`src/rtl/spi_slv_pkg.sv`:
```
// Shared types for the serial slave.
// Assumes: nothing beyond standard SystemVerilog.
package spi_slv_pkg;
    // Serial-side events, already in the system clock domain.
    typedef struct packed {
        logic cs_act;   // select line low (synchronized)
        logic lead;     // leading serial clock edge while selected
        logic trail;    // trailing serial clock edge while selected
        logic mosi;     // synchronized data input, aligned with the edges
    } spi_evt_t;
endpackage

```
`src/rtl/spi_slv_sync.sv`:
```
// Synchronizes sclk, cs_n and mosi into clk and finds serial clock edges.
// Assumes: the serial clock is slower than clk/4 so every level is seen
// for at least two clk cycles; all three inputs pass equal-depth chains.
module spi_slv_sync
    import spi_slv_pkg::*;
#(
    parameter int STAGES = 2
) (
    input  logic     clk,
    input  logic     rst_n,
    input  logic     cpol,
    input  logic     sclk,
    input  logic     cs_n,
    input  logic     mosi,
    output spi_evt_t evt
);
    logic [2:0] pins_raw;
    logic [2:0] pins_s;
    logic       lvl;
    logic       lvl_d;

    assign pins_raw = {sclk, cs_n, mosi};

    for (genvar s = 0; s < STAGES; s++) begin : g_stg
        logic [2:0] q;
        if (s == 0) begin : g_first
            // Capture the raw pins.
            always_ff @(posedge clk) begin
                if (!rst_n) q <= 3'b010;
                else        q <= pins_raw;
            end
        end else begin : g_next
            // Pass the previous stage on.
            always_ff @(posedge clk) begin
                if (!rst_n) q <= 3'b010;
                else        q <= g_stg[s-1].q;
            end
        end
    end

    assign pins_s = g_stg[STAGES-1].q;
    assign lvl    = pins_s[2] ^ cpol;

    // Remember the normalized clock level for edge detection.
    always_ff @(posedge clk) begin
        if (!rst_n) lvl_d <= 1'b0;
        else        lvl_d <= lvl;
    end

    // Build the event word; edges count only while selected.
    always_comb begin
        evt.cs_act = ~pins_s[1];
        evt.lead   = evt.cs_act & lvl & ~lvl_d;
        evt.trail  = evt.cs_act & ~lvl & lvl_d;
        evt.mosi   = pins_s[0];
    end
endmodule

```
`src/rtl/spi_slv_tx.sv`:
```
// Transmit side: hold register, output shifter and drive-edge counter.
// Assumes: word length is stable while selected; the hold register is
// consumed at the first trailing edge of a word, and a local write in
// that same cycle wins the register.
module spi_slv_tx #(
    parameter int W  = 16,
    parameter int BW = 4
) (
    input  logic          clk,
    input  logic          rst_n,
    input  logic          cs_act,
    input  logic          trail,
    input  logic [BW-1:0] bits_m1,
    input  logic          tx_we,
    input  logic [W-1:0]  tx_wdata,
    output logic          tx_full,
    output logic          miso,
    output logic          miso_oe
);
    logic [W-1:0]  hold_q;
    logic [W-1:0]  sh_q;
    logic [BW-1:0] cnt_q;
    logic          first;
    logic          take;
    logic          out_bit;

    assign first = (cnt_q == '0);
    assign take  = trail & first;

    // Count trailing edges within the current word.
    always_ff @(posedge clk) begin
        if (!rst_n || !cs_act) cnt_q <= '0;
        else if (trail)        cnt_q <= (cnt_q == bits_m1) ? '0 : cnt_q + 1'b1;
    end

    // Load from the hold register on the first edge, then shift left.
    always_ff @(posedge clk) begin
        if (!rst_n)     sh_q <= '0;
        else if (take)  sh_q <= (tx_full ? hold_q : '0) << 1;
        else if (trail) sh_q <= sh_q << 1;
    end

    // Hold register: local write sets it, first-edge take empties it.
    always_ff @(posedge clk) begin
        if (!rst_n) begin
            hold_q  <= '0;
            tx_full <= 1'b0;
        end else if (tx_we) begin
            hold_q  <= tx_wdata;
            tx_full <= 1'b1;
        end else if (take) begin
            tx_full <= 1'b0;
        end
    end

    // First bit comes straight from the hold register, later bits from the shifter.
    assign out_bit = first ? (tx_full & hold_q[bits_m1]) : sh_q[bits_m1];
    assign miso    = cs_act & out_bit;
    assign miso_oe = cs_act;
endmodule

```
`src/rtl/spi_slv_rx.sv`:
```
// Receive side: input shifter, sample-edge counter, receive register and flags.
// Assumes: a word completes on its N-th sampling edge; deselecting early
// clears the partial word.
module spi_slv_rx #(
    parameter int W  = 16,
    parameter int BW = 4
) (
    input  logic          clk,
    input  logic          rst_n,
    input  logic          cs_act,
    input  logic          lead,
    input  logic          trail,
    input  logic          sdi,
    input  logic          cpha,
    input  logic [BW-1:0] bits_m1,
    input  logic          rx_re,
    output logic [W-1:0]  rx_rdata,
    output logic          rx_valid,
    output logic          rx_overrun
);
    logic [W-2:0]  sh_q;
    logic [BW-1:0] cnt_q;
    logic          samp;
    logic          last;
    logic          done;

    assign samp = cpha ? trail : lead;
    assign last = (cnt_q == bits_m1);
    assign done = samp & last;

    // Shift in sampled bits; restart at word end or on deselect.
    always_ff @(posedge clk) begin
        if (!rst_n || !cs_act) begin
            sh_q  <= '0;
            cnt_q <= '0;
        end else if (samp) begin
            if (last) begin
                sh_q  <= '0;
                cnt_q <= '0;
            end else begin
                sh_q  <= {sh_q[W-3:0], sdi};
                cnt_q <= cnt_q + 1'b1;
            end
        end
    end

    // Receive register and its valid/overrun flags.
    always_ff @(posedge clk) begin
        if (!rst_n) begin
            rx_rdata   <= '0;
            rx_valid   <= 1'b0;
            rx_overrun <= 1'b0;
        end else if (done) begin
            rx_rdata   <= {sh_q, sdi};
            rx_valid   <= 1'b1;
            rx_overrun <= ~rx_re & (rx_valid | rx_overrun);
        end else if (rx_re) begin
            rx_valid   <= 1'b0;
            rx_overrun <= 1'b0;
        end
    end
endmodule

```
`src/rtl/spi_slv_ready.sv`:
```
// Ready handshake driver: push-pull or open-drain, optionally qualified by select.
// Assumes: the output is registered so it never glitches.
module spi_slv_ready (
    input  logic clk,
    input  logic rst_n,
    input  logic en,
    input  logic five_pin,
    input  logic open_drain,
    input  logic tx_full,
    input  logic cs_act,
    output logic rdy_o,
    output logic rdy_oe
);
    logic cond;

    assign cond = tx_full & (~five_pin | cs_act);

    // Register drive value and enable for the selected output form.
    always_ff @(posedge clk) begin
        if (!rst_n || !en) begin
            rdy_o  <= 1'b0;
            rdy_oe <= 1'b0;
        end else if (open_drain) begin
            rdy_o  <= 1'b0;
            rdy_oe <= ~cond;
        end else begin
            rdy_o  <= cond;
            rdy_oe <= 1'b1;
        end
    end
endmodule

```
`src/rtl/spi_ready_slave.sv`:
```
// Top level of the serial slave with a buffer-ready handshake output.
// Assumes: the serial clock runs below clk/4; configuration is stable
// while cs_n is low; cfg_bits_m1 is at least 1.
module spi_ready_slave
    import spi_slv_pkg::*;
#(
    parameter int WORD_W      = 16,
    parameter int SYNC_STAGES = 2,
    localparam int BW         = $clog2(WORD_W)
) (
    input  logic              clk,
    input  logic              rst_n,
    input  logic              cfg_cpol,
    input  logic              cfg_cpha,
    input  logic [BW-1:0]     cfg_bits_m1,
    input  logic              cfg_five_pin,
    input  logic              cfg_rdy_en,
    input  logic              cfg_open_drain,
    input  logic              sclk,
    input  logic              cs_n,
    input  logic              mosi,
    output logic              miso,
    output logic              miso_oe,
    output logic              rdy_o,
    output logic              rdy_oe,
    input  logic              tx_we,
    input  logic [WORD_W-1:0] tx_wdata,
    output logic              tx_full,
    input  logic              rx_re,
    output logic [WORD_W-1:0] rx_rdata,
    output logic              rx_valid,
    output logic              rx_overrun
);
    spi_evt_t evt;
    logic     cs_act;

    assign cs_act = evt.cs_act;

    spi_slv_sync #(.STAGES(SYNC_STAGES)) i_sync (
        .clk (clk), .rst_n(rst_n), .cpol(cfg_cpol),
        .sclk(sclk), .cs_n(cs_n), .mosi(mosi), .evt(evt)
    );

    spi_slv_tx #(.W(WORD_W), .BW(BW)) i_tx (
        .clk     (clk),      .rst_n   (rst_n),
        .cs_act  (evt.cs_act), .trail (evt.trail),
        .bits_m1 (cfg_bits_m1),
        .tx_we   (tx_we),    .tx_wdata(tx_wdata), .tx_full(tx_full),
        .miso    (miso),     .miso_oe (miso_oe)
    );

    spi_slv_rx #(.W(WORD_W), .BW(BW)) i_rx (
        .clk     (clk),      .rst_n (rst_n),
        .cs_act  (evt.cs_act), .lead(evt.lead), .trail(evt.trail),
        .sdi     (evt.mosi), .cpha  (cfg_cpha), .bits_m1(cfg_bits_m1),
        .rx_re   (rx_re),    .rx_rdata(rx_rdata),
        .rx_valid(rx_valid), .rx_overrun(rx_overrun)
    );

    spi_slv_ready i_rdy (
        .clk       (clk),          .rst_n   (rst_n),
        .en        (cfg_rdy_en),   .five_pin(cfg_five_pin),
        .open_drain(cfg_open_drain), .tx_full(tx_full),
        .cs_act    (evt.cs_act),
        .rdy_o     (rdy_o),        .rdy_oe  (rdy_oe)
    );
endmodule

```
`config.mk`:
```
export PLATFORM = sky130hd
export DESIGN_NAME = spi_ready_slave
export DESIGN_NICKNAME = d
export VERILOG_FILES = /design/src/rtl/spi_slv_pkg.sv /design/src/rtl/spi_slv_sync.sv /design/src/rtl/spi_slv_tx.sv /design/src/rtl/spi_slv_rx.sv /design/src/rtl/spi_slv_ready.sv /design/src/rtl/spi_ready_slave.sv
export SDC_FILE = /design/constraint.sdc
export NUM_CORES = 1
export LEC_CHECK = 0
export BUFFER_PORTS_ARGS = -buffer_cell sky130_fd_sc_hd__clkbuf_2
export CELL_PAD_IN_SITES_DETAIL_PLACEMENT = 0
export CELL_PAD_IN_SITES_GLOBAL_PLACEMENT = 1
export CORE_UTILIZATION = 43
export DETAILED_ROUTE_END_ITERATION = 8
export PLACE_DENSITY_LB_ADDON = 0.1
export SLEW_MARGIN = 20
export SYNTH_ARGS = -nofsm -noshare
export SYNTH_HDL_FRONTEND = slang
export SYNTH_SLANG_ARGS = --single-unit
```
`constraint.sdc`:
```
create_clock -name clk -period 1.9 [get_ports clk]
set_input_delay 0.095 -clock clk [delete_from_list [all_inputs] [get_ports clk]]
set_output_delay 0.095 -clock clk [all_outputs]
set_load 0.005 [all_outputs]
```
==> results of run 1 <==
==> layer usage <==
| layer | GRT usage, % | up-vias | routed length [um] |
|---|---|---|---|
| met3 | 5.28 | 5 | 416 |
| met5 | 0 | - | 0 |
| li1 | - | 1405 | - |
| met4 | 5.77 | 0 | 76 |
| met1 | 28.8 | 1306 | 3970 |
| met2 | 28.9 | 70 | 3360 |
==> synth_stat cells (2+ instances only) <==
library cell,number,area [um2]
dfxtp_1,82,1640
mux2i_1,37,370
nor2b_1,37,231
nand3_1,30,150
nor2_1,25,93.8
nand2_1,22,82.6
clkbuf_1,16,60.1
o22ai_1,16,100
o211a_1,14,140
xnor2_1,10,87.6
and2_1,5,31.3
buf_2,5,25.0
inv_1,5,18.8
mux4_2,5,113
nand4_1,4,25.0
xor2_1,4,35.0
a311oi_1,3,26.3
ha_1,3,37.5
mux2_2,3,33.8
nand2b_1,3,18.8
nor3_1,3,15.0
buf_4,2,15.0
nor3_2,2,20.0
o31ai_1,2,15.0
==> metrics by stage <==
step / cells / util [%]
after global routing: 541 / 55.4
after CTS: 541 / 55.4
after global placement: 506 / 50.6
after detailed placement: 506 / 50.6
after floorplan: 357 / -
final: 541 / 55.4
==> cell type report <==
cell class | count | area [um2]
fill | 756 | 3510
tap | 102 | 128
clock inverter | 4 | 52.6
inverter | 5 | 18.8
sequential | 82 | 1640
multi-input combinational | 245 | 1790
timing repair buffer | 91 | 608
clock buffer | 12 | 135
==> final timing paths <==
check / to / slack [ns] / start / cells past startpoint
max: miso / 0.03 / i_tx.hold_q[14] / 6
min: i_tx.hold_q[7] / 0.02 / tx_wdata[7] / 3
max reg2reg: i_rx.sh_q[6] / 0.22 / i_sync.g_stg[1].q[2] / 6
min reg2reg: i_sync.g_stg[1].q[1] / 0.42 / i_sync.g_stg[0].q[1] / 1
==> where the power goes <==
part	switching, mW	total [mW]	internal, mW
combinational	0.151	0.320	0.170
sequential	0.0312	1.79	1.76
clock	0.610	1.22	0.612
total	0.792	3.33	2.54
==> flip-flops by register name, summed over array words and instances (netlist names) <==
| name | flops |
|---|---|
| i_tx.sh_q | 15 |
| i_tx.cnt_q | 4 |
| i_tx.hold_q | 16 |
| i_rdy.rdy_o | 1 |
| i_rx.rx_overrun | 1 |
| i_rx.cnt_q | 4 |
| i_sync.g_stg.q | 6 |
| i_tx.tx_full | 1 |
| i_rx.rx_valid | 1 |
| i_rx.sh_q | 15 |
| i_sync.lvl_d | 1 |
| i_rdy.rdy_oe | 1 |
| i_rx.rx_rdata | 16 |
==> tightest hold or removal path: cells and delay by family <==
family        cells  cell delay, ns
buf+inv           1            0.09
simple gates      1            0.09
mux               1            0.06
==> repair_timing <==
item | CTS | global route
hold endpoints to repair | 17 | 0
pin swaps | 1 | 1
hold buffers | 19 | 0
setup endpoints to repair | 1 | 1
gates resized for setup | 1 | 2
==> kinds of logic (layout without fill, tap and decap cells) <==
group,Yosys count,after routing
muxes,47,47
buffers and inverters,30,112
xor gates and xnor gates,15,15
adders and majority gates,3,3
DFF,82,82
and+or+nand+nor,137,137
AOI/OAI and AO/OA,43,43
==> metrics.md, run 1 <==
| Metric | Value |
|---|---|
| Ys flop type | dfxtp_1 |
| Die Width | between 90 and 100 um |
| CTS clk-pin slew, worst paths | 0.08 ns |
| Mapped cell area | 0.00357 mm2 |
| Crit-path max cell delay | 0.37 ns |
| Final ANT Viol Nets | 0 |
| Average size of a mapped cell | between 10 and 15 um2 |
| Area growth, synth to finish | 22.5% |
| Most frequent cells in the layout | dfxtp_1 (81), clkbuf_2 (54), mux2i_1 (37), nor2b_1 (37), nand3_1 (30) |
| Power consumption | 3.33 mW |
| WP data arrival | ~1.8 ns |
| Worst-path cell chain | mux4_2, nor2_1, a311oi_1, nor3_1, a311oi_1, clkbuf_2 |
| Fin worst setup slack | 0.0296 ns |
| EDFF count, synth | 0 |
| Max Slew Vio Count | 0 |
| Setup repair bufs after CTS | 0 |
| Worst slack, placed | approximately 0.21 ns |
| Mux cell area share after synthesis | 15.3% |
| NumNets Final | 469 |
| Main combinational cell family by area after synthesis | simple AND/OR/NAND/NOR gates |
| GRT overflow | 0 |
| Xor/xnor share of the synthesized area | 3.89% |
| Core Box Area | slightly below 0.008 mm2 |
| Synth Instances | 357 |
| IR drop worst, VDD | 0.000387 V |
| Cts bufs inserted | 9 |
| Leakage | 1.85 nW |
| Initial Util | 45.3% |
| Share of cells above drive strength 1 | 23.9% |
| Fin. Hold Viols | 0 |
| Non-Filler Cell Area, Final | 0.00437 mm2 |
| Drt pass-1 iters | 4 |
| Pwr Density | 762 mW/mm2 |
| Worst-skew pair later-pin latency | 0.35 ns |
| RSZ-0062 raised after global routing | true |
| H-Tree Depth | 3 |
| CTS tree | built |
| Synth Warn # | 0 |
| DR iter-0 viols | 136 |
| Setup crit start kind | flop |
| DPL Wire Length | 5480 um |
| # clock sinks | 82 |
| Via density per instance | 5.15 |
| Slew HR | about 60% |
| Root buf cell | clkbuf_8 |
| All-Layer GR Usage | between 10% and 20% |
| Maximum buffer depth of the clock tree | 2 |
| CP top delay family | compound AO/OA/AOI/OAI gates |
| Crit Path Max Fanout | 3 |
| Gpl congestion | 0.799 |
| Register area share after synthesis | between 40 and 50% |
| Fmax | 535 MHz |
| Cell variety after synth | 43 |
| IO Count | 55 |
| Die H | 93.1 um |
| Port Buffers | 54 |
| # setup viols final | 0 |
| Period minus WS final | 1.87 ns |
| Ys async rst share | 0% |
| Post-synthesis adder-cell area fraction | 1.05% |
| Pin slew with the least headroom to its limit | slightly above 0.6 ns |
| Worst setup EP type | output pin |
| Max-cap violation count | 0 |
| Vias post-DR | 2786 |
| CP Data Required Time | 1.80 ns |
| Yosys reg bits | 82 |
| Commonest non-fill, non-tap cell in the layout | dfxtp_1 |
| Most used cell, CP | a311oi_1 |
| # diodes | 0 |
| Setup CP Type | reg2out |
| Final Cycle Share | 98.4% |
| Run status | complete, no violations |
| Buf+Inv Stages, Crit Path | 1 |
| Synthesized Nets | 392 |
| Total die area | 0.00867 mm2 |
| Vias in the first global route | 2636 |
| Placed cell areas | 0.00399 mm2 |
| Drc violations | 0 |
| Largest net degree at the start of global routing | 36 |
| Routed WL | 7810 um |
| Antenna violations before repair | 0 |
| First-pass GRT wire length | 13300 um |
| Compound-gate portion of the synthesized area | 9.60% |
| Cell Rows | 32 |
| Synthesized-area fraction occupied by and/or/nand/nor cells | 20.0% |
| Wirelength per Cell | 14.4 um |
| Skew final | 0.00905 ns |
| Slowest cell on crit path | dfxtp_1 |
| Worst hold slack | 0.0158 ns |
| Fin Setup TNS | 0 ns |
| Worst hold path type | in2reg |
Power figures use the tool's default switching activity.
==> inputs of run 2 (changes only) <==
--- a/config.mk
+++ b/config.mk
@@ -10,7 +10,7 @@
 export CELL_PAD_IN_SITES_GLOBAL_PLACEMENT = 1
 export CORE_UTILIZATION = 43
 export DETAILED_ROUTE_END_ITERATION = 8
-export PLACE_DENSITY_LB_ADDON = 0.1
+export PLACE_DENSITY = 0.86
 export SLEW_MARGIN = 20
 export SYNTH_ARGS = -nofsm -noshare
 export SYNTH_HDL_FRONTEND = slang
==> run 2 against run 1 <==
  * The run now ends with negative hold slack, negative setup slack left
  * Largest cell class unchanged
  * Hold slack lost 0.021 ns
  * Clock skew grew 0.0032 ns
  * Combinational power is essentially flat
  * Design area grew 0.29%
  * First-iteration DRC count grew 15%
  * Critical path type unchanged
  * Critical path depth is the same
  * Via count shrank 0.14%
  * Highest routed layer unchanged
  * Sequential share of layout area grew 0.092 points
==> metrics.md, run 2 (synthesis gave the netlist of run 1 again) <==
| Metric | Value |
|---|---|
| Cell Rows | 32 |
| Vias in the first global route | between 2000 and 3000 |
| Antenna violations before repair | 0 |
| Failing checks | negative hold slack, negative setup slack |
| Worst hold path type | in2reg |
| CTS clk-pin slew, worst paths | 0.08 ns |
| Placed cell areas | 0.00395 mm2 |
| Worst-path cell chain | mux4_2, mux2i_2, nor3b_2, nor3_2, a311oi_2, buf_2 |
| Slowest cell on crit path | mux4_2 |
| Total die area | 0.00867 mm2 |
| Hold path depth | 3 |
| Largest regs | i_rx.rx_rdata (16), i_tx.hold_q (16) |
| Cts bufs inserted | 9 |
| Switching Share | 24.2% |
| Stages on worst setup path | 6 |
| Routed WL | 7580 um |
| Non-Filler Cell Area, Final | 0.00439 mm2 |
| Drt pass-1 iters | 4 |
| Via density per instance | 5.19 |
| CP Data Required Time | 1.80 ns |
| Slew HR | ~60% |
| NumNets Final | 464 |
| Maximum buffer depth of the clock tree | 2 |
| Most frequent cells in the layout | dfxtp_1 (74), clkbuf_2 (53), nor2b_1 (37), mux2i_1 (36), nand3_1 (30) |
| Fin worst setup slack | -0.0187 ns |
| CP top delay family | multiplexers |
| Initial Util | 45.3% |
| Largest net degree at the start of global routing | 35 |
| Pin slew with the least headroom to its limit | 0.597 ns |
| Core Box Area | slightly below 0.008 mm2 |
| All-Layer GR Usage | between 10% and 20% |
| Die H | 93.1 um |
| Switching power | approximately 0.82 mW |
| Vias post-DR | between 2000 and 3000 |
| Port Buffers | 54 |
| Period minus WS final | 1.92 ns |
| Gpl congestion | 0.841 |
| Combinational Power Share | 9.4% |
| RSZ-0062 raised after global routing | true |
| # setup viols final | 1 |
| Area growth, synth to finish | 22.8% |
| Power consumption | roughly 3.4 mW |
| Final Cycle Share | 101% |
| Final ANT Viol Nets | 0 |
| Run status | finished, violations left |
| Fmax | about 520 MHz |
| Max-cap violation count | 0 |
| WP data arrival | 1.82 ns |
| Skew final | 0.0123 ns |
| Flop pwr share | 52.9% |
| Max Slew Vio Count | 0 |
| Crit-path max cell delay | ~0.48 ns |
| Crit Path Max Fanout | 3 |
| Leakage | 1.84 nW |
| GRT overflow | 0 |
| # clock sinks | 82 |
| Clock share of power | 37.7% |
| # diodes | 0 |
| DR iter-0 viols | 156 |
| DPL Wire Length | 5020 um |
| Worst setup EP type | output pin |
| IO Count | 55 |
| First-pass GRT wire length | 12500 um |
| Setup crit start kind | flop |
| CTS tree | built |
| IR drop worst, VDD | between 0.0004 and 0.0005 V |
| Wirelength per Cell | 14.1 um |
| Worst-skew pair later-pin latency | 0.36 ns |
| Buf+Inv Stages, Crit Path | 1 |
| Setup CP Type | reg2out |
| Internal power | 2.57 mW |
| Pwr Density | 772 mW/mm2 |
| Share of cells above drive strength 1 | 27.4% |
| Root buf cell | clkbuf_8 |
| H-Tree Depth | 3 |
| Commonest non-fill, non-tap cell in the layout | dfxtp_1 |
| Worst hold slack | -0.00507 ns |
| Drc violations | 0 |
| Die Width | 93.1 um |
| Fin. Hold Viols | 1 |
| Worst slack, placed | 0.0438 ns |
| Reg2Reg Depth | 6 |
## run 2: cell types whose count changed in the layout (fill, tap and decap cells not counted), sizes merged
cell | previous run | this run
dlygate4sd3 | 19 | 15
clkbuf | 66 | 63
clkinvlp | 0 | 2
clkinv | 3 | 2
inv | 5 | 6
## run 2: final timing paths
path                                to                 start  slack [ns]
setup / recovery                  miso        i_tx.hold_q[3]       -0.02
hold / removal          i_tx.hold_q[3]           tx_wdata[3]      -0.005
setup reg to reg     i_rx.rx_rdata[12]  i_sync.g_stg[1].q[2]        0.15
hold reg to reg   i_sync.g_stg[1].q[1]  i_sync.g_stg[0].q[1]        0.41
## run 2: worst register-to-register path: cells and delay by family (launching register included)
family / cells / cell delay (ns)
xor+xnor: 1 / 0.23
buf+inv: 1 / 0.21
mux: 2 / 0.57
flops: 1 / 0.38
simple gates: 2 / 0.27
## run 2: power by group through the flow
| stage | clock network (mW) | registers (mW) | logic (mW) |
|---|---|---|---|
| 2_1_floorplan | 0 | 1.82 | 0.197 |
| 3_3_place_gp | 0 | 1.83 | 0.274 |
| 3_5_place_dp | 0 | 1.83 | 0.278 |
| 4_1_cts | 1.30 | 1.79 | 0.301 |
| 5_1_grt | 1.40 | 1.80 | 0.349 |
| 6_report | 1.28 | 1.79 | 0.318 |
## run 2: through the flow
stage / TNS [ns] / hold slack, ns / utilization, % / std cells
global route: -0.110 / 0.00251 / 55.6 / 536
floorplan: 0 / 0.165 / - / 357
CTS: 0 / 0.000479 / 54.6 / 530
finish: -0.0187 / -0.00507 / 55.6 / 536
global placement: 0 / 0.281 / 50.1 / 501
detailed placement: 0 / 0.284 / 50.1 / 501
## run 2: cell type report
class                   instances  area, um2
well taps                     102        128
clock inverters                 6       63.8
fillers                       707       3500
flip-flops and latches         82       1650
clock buffers                  10        138
repair buffers                 86        561
multi-input cells             245       1830
inverters                       5       18.8
## run 2: repair_timing
| item | 4_1_cts | 5_1_grt |
|---|---|---|
| setup endpoints to repair | 1 | 18 |
| endpoints found under the hold margin | 12 | 2 |
| buffers inserted | 0 | 4 |
| hold buffers | 13 | 2 |
| pin swaps | 3 | 5 |
| gates resized for setup | 5 | 11 |
## run 2: layer usage
| layer | track usage (%) | up-vias | routed length [um] |
|---|---|---|---|
| met5 | 0 | - | 0 |
| met4 | 6.92 | 0 | 105 |
| met3 | 6.02 | 8 | 463 |
| met2 | 25.2 | 79 | 3180 |
| met1 | 27.1 | 1308 | 3830 |
| li1 | - | 1387 | - |
==> inputs of run 3 (changes only) <==
--- a/config.mk
+++ b/config.mk
@@ -5,12 +5,12 @@
 export SDC_FILE = /design/constraint.sdc
 export NUM_CORES = 1
 export LEC_CHECK = 0
-export BUFFER_PORTS_ARGS = -buffer_cell sky130_fd_sc_hd__clkbuf_2
 export CELL_PAD_IN_SITES_DETAIL_PLACEMENT = 0
 export CELL_PAD_IN_SITES_GLOBAL_PLACEMENT = 1
-export CORE_UTILIZATION = 43
+export CORE_UTILIZATION = 40
 export DETAILED_ROUTE_END_ITERATION = 8
-export PLACE_DENSITY = 0.86
+export DONT_BUFFER_PORTS = 1
+export PLACE_DENSITY = 0.75
 export SLEW_MARGIN = 20
 export SYNTH_ARGS = -nofsm -noshare
 export SYNTH_HDL_FRONTEND = slang
==> run 3 against run 2 <==
  * The flow finishes with violations (negative setup slack)
  * Sequential cell count unchanged
  * Total power grew 5.3%
  * Final cell count down 4.9%
  * Critical path depth did not move
  * First-iteration DRC count decreased by 42%
  * Design area down 0.54%
  * Maximum frequency shrank 0.17%
  * Sequential share of layout area grew 0.26 points
  * Non-clock buffer count shrank 32
  * Via count fell by 3.1%
==> metrics.md, run 3 (synthesis gave the netlist of run 1 again) <==
| Metric | Value |
|---|---|
| Maximum buffer depth of the clock tree | 2 |
| Share of cells above drive strength 1 | 15.7% |
| CP Data Required Time | roughly 1.8 ns |
| First-pass GRT wire length | 12600 um |
| RSZ-0062 raised after global routing | true |
| Worst-skew pair later-pin latency | 0.35 ns |
| Placed cell areas | 0.00369 mm2 |
| Vias post-DR | about 2700 |
| Crit Path Max Fanout | 3 |
| Final Cycle Share | 101% |
| Switching Share | 23.3% |
| Vias in the first global route | ~2500 |
| Fin Setup TNS | -0.0219 ns |
| Buf+Inv Stages, Crit Path | 1 |
| Period minus WS final | between 1.5 and 2 ns |
| Cell Rows | 34 |
| Multi-input gate area | 0.00180 mm2 |
| Failing checks | negative setup slack |
| Commonest non-fill, non-tap cell in the layout | dfxtp_1 |
| Routed WL | between 8000 and 9000 um |
| CTS tree | built |
| Wirelength per Cell | 15.7 um |
| Via density per instance | 5.29 |
| DPL Wire Length | 5110 um |
| Run status | finished, violations left |
| All-Layer GR Usage | 18.0% |
| Final cell count without fillers | just over 500 |
| Antenna violations before repair | 0 |
| Most frequent cells in the layout | dfxtp_1 (72), mux2i_1 (37), nor2b_1 (37), dlygate4sd3_1 (37), nand3_1 (30) |
| Leakage | 1.71 nW |
| Setup CP Type | reg2out |
| DP Cell Count | between 400 and 500 |
| Max Slew Vio Count | 0 |
| Non-Filler Cell Area, Final | 0.00436 mm2 |
| Fin. Hold Viols | 0 |
| Largest net degree at the start of global routing | between 50 and 60 |
| Skew final | 0.00910 ns |
| Slew HR | 72.0% |
| Initial Util | slightly above 40% |
| NumNets Final | 432 |
| Crit-path max cell delay | 0.48 ns |
| Die Width | ~96 um |
| Worst hold path type | in2reg |
| Total die area | 0.00931 mm2 |
| Fmax | roughly 520 MHz |
| Register cell area after layout | about 0.0017 mm2 |
| H-Tree Depth | 3 |
| Flop pwr share | 50.3% |
| IO Count | 55 |
| Drc violations | 0 |
| Fillers | 833 |
| Die H | 96.5 um |
| Clock share of power | 41.2% |
| Gpl congestion | ~0.77 |
| Area growth, synth to finish | 22.1% |
| Worst setup EP type | output pin |
| Final ANT Viol Nets | 0 |
| # clock sinks | between 80 and 90 |
| CP top delay family | multiplexers |
| Root buf cell | clkbuf_8 |
| WP data arrival | approximately 1.8 ns |
| GRT overflow | 0 |
| Slowest cell on crit path | mux4_2 |
| Switching power | around 0.83 mW |
| Largest regs | i_rx.rx_rdata (16), i_tx.hold_q (16) |
| # setup viols final | 1 |
| DR iter-0 viols | 90 |
| Fin worst setup slack | -0.0219 ns |
| Setup crit start kind | flop |
| # diodes | 0 |
| Core Box Area | 0.00868 mm2 |
| Drt pass-1 iters | 4 |
| Port Buffers | 0 |
| Worst-path cell chain | mux4_2, mux2i_1, nor3b_2, nor3_1, a311oi_1, buf_4 |
| CTS clk-pin slew, worst paths | 0.09 ns |
| IR drop worst, VDD | between 0.0003 and 0.0004 V |
| Combinational Power Share | 8.5% |
| Cts bufs inserted | 9 |
| Pin slew with the least headroom to its limit | around 0.42 ns |
| Worst slack, placed | ~0.2 ns |
| Pwr Density | 818 mW/mm2 |
| Max-cap violation count | 0 |
| Internal power | 2.74 mW |
run 3: changes by cell type in the layout (fill, tap and decap cells not counted), moves of 2 or more:
cell / before / now
clkinv_2: 2 / 0
dfxtp_1: 74 / 72
dfxtp_2: 8 / 10
clkbuf_2: 53 / 0
dlygate4sd3_1: 15 / 37
run 3: cell type report:
class                      count  area share (%)
multi-input combinational    245            41.2
sequential                    82            37.9
timing repair buffer          54            12.0
clock buffer                  10            3.16
tap                          108            3.10
clock inverter                 6            2.21
inverter                       5           0.430
run 3: per-stage QoR:
stage	util, %	hold slack [ns]	power, mW
floorplan	-	0.165	2.01
global placement	42.5	0.165	2.03
detailed placement	42.5	0.169	2.03
CTS	50.0	0.0173	3.59
global route	50.3	0.0470	3.70
finish	50.3	0.0424	3.57
run 3: final timing paths:
| kind | start | to | slack [ns] | cells past startpoint |
|---|---|---|---|---|
| setup / recovery | i_tx.hold_q[3] | miso | -0.02 | 6 |
| hold / removal | rst_n | i_sync.g_stg[1].q[1] | 0.04 | 2 |
| setup reg to reg | i_sync.g_stg[1].q[2] | i_rx.rx_rdata[4] | 0.20 | 6 |
| hold reg to reg | i_sync.g_stg[0].q[1] | i_sync.g_stg[1].q[1] | 0.42 | 1 |
run 3: per-layer routing:
metal / up-vias / global-route usage [%] / routed length (um)
li1: 1329 / - / -
met4: 0 / 6.74 / 123
met5: - / 0 / 0
met1: 1295 / 25.7 / 3880
met2: 64 / 26.2 / 3590
met3: 9 / 4.15 / 409
run 3: power groups by stage:
| stage | logic, mW | registers, mW | clock network (mW) |
|---|---|---|---|
| after floorplan | 0.197 | 1.82 | 0 |
| final | 0.301 | 1.79 | 1.47 |
| after global placement | 0.195 | 1.83 | 0 |
| after detailed placement | 0.200 | 1.83 | 0 |
| after CTS | 0.295 | 1.79 | 1.50 |
| after global routing | 0.329 | 1.80 | 1.57 |
run 3: timing repair:
action	in CTS	in global routing
setup buffers	1	2
endpoints found under the setup margin	1	1
gates resized for setup	7	5
hold buffers	38	0
gates cloned	0	0
pin swaps	3	3
hold endpoints to repair	59	0
run 3: worst reg2reg max path, stage by stage, from the launching register on:
cell and delay (ns):
dfxtp_1 0.36, xor2_2 0.19, mux2_4 0.35, nor3_4 0.21, buf_12 0.21, mux2i_1 0.22, nor2b_1 0.06
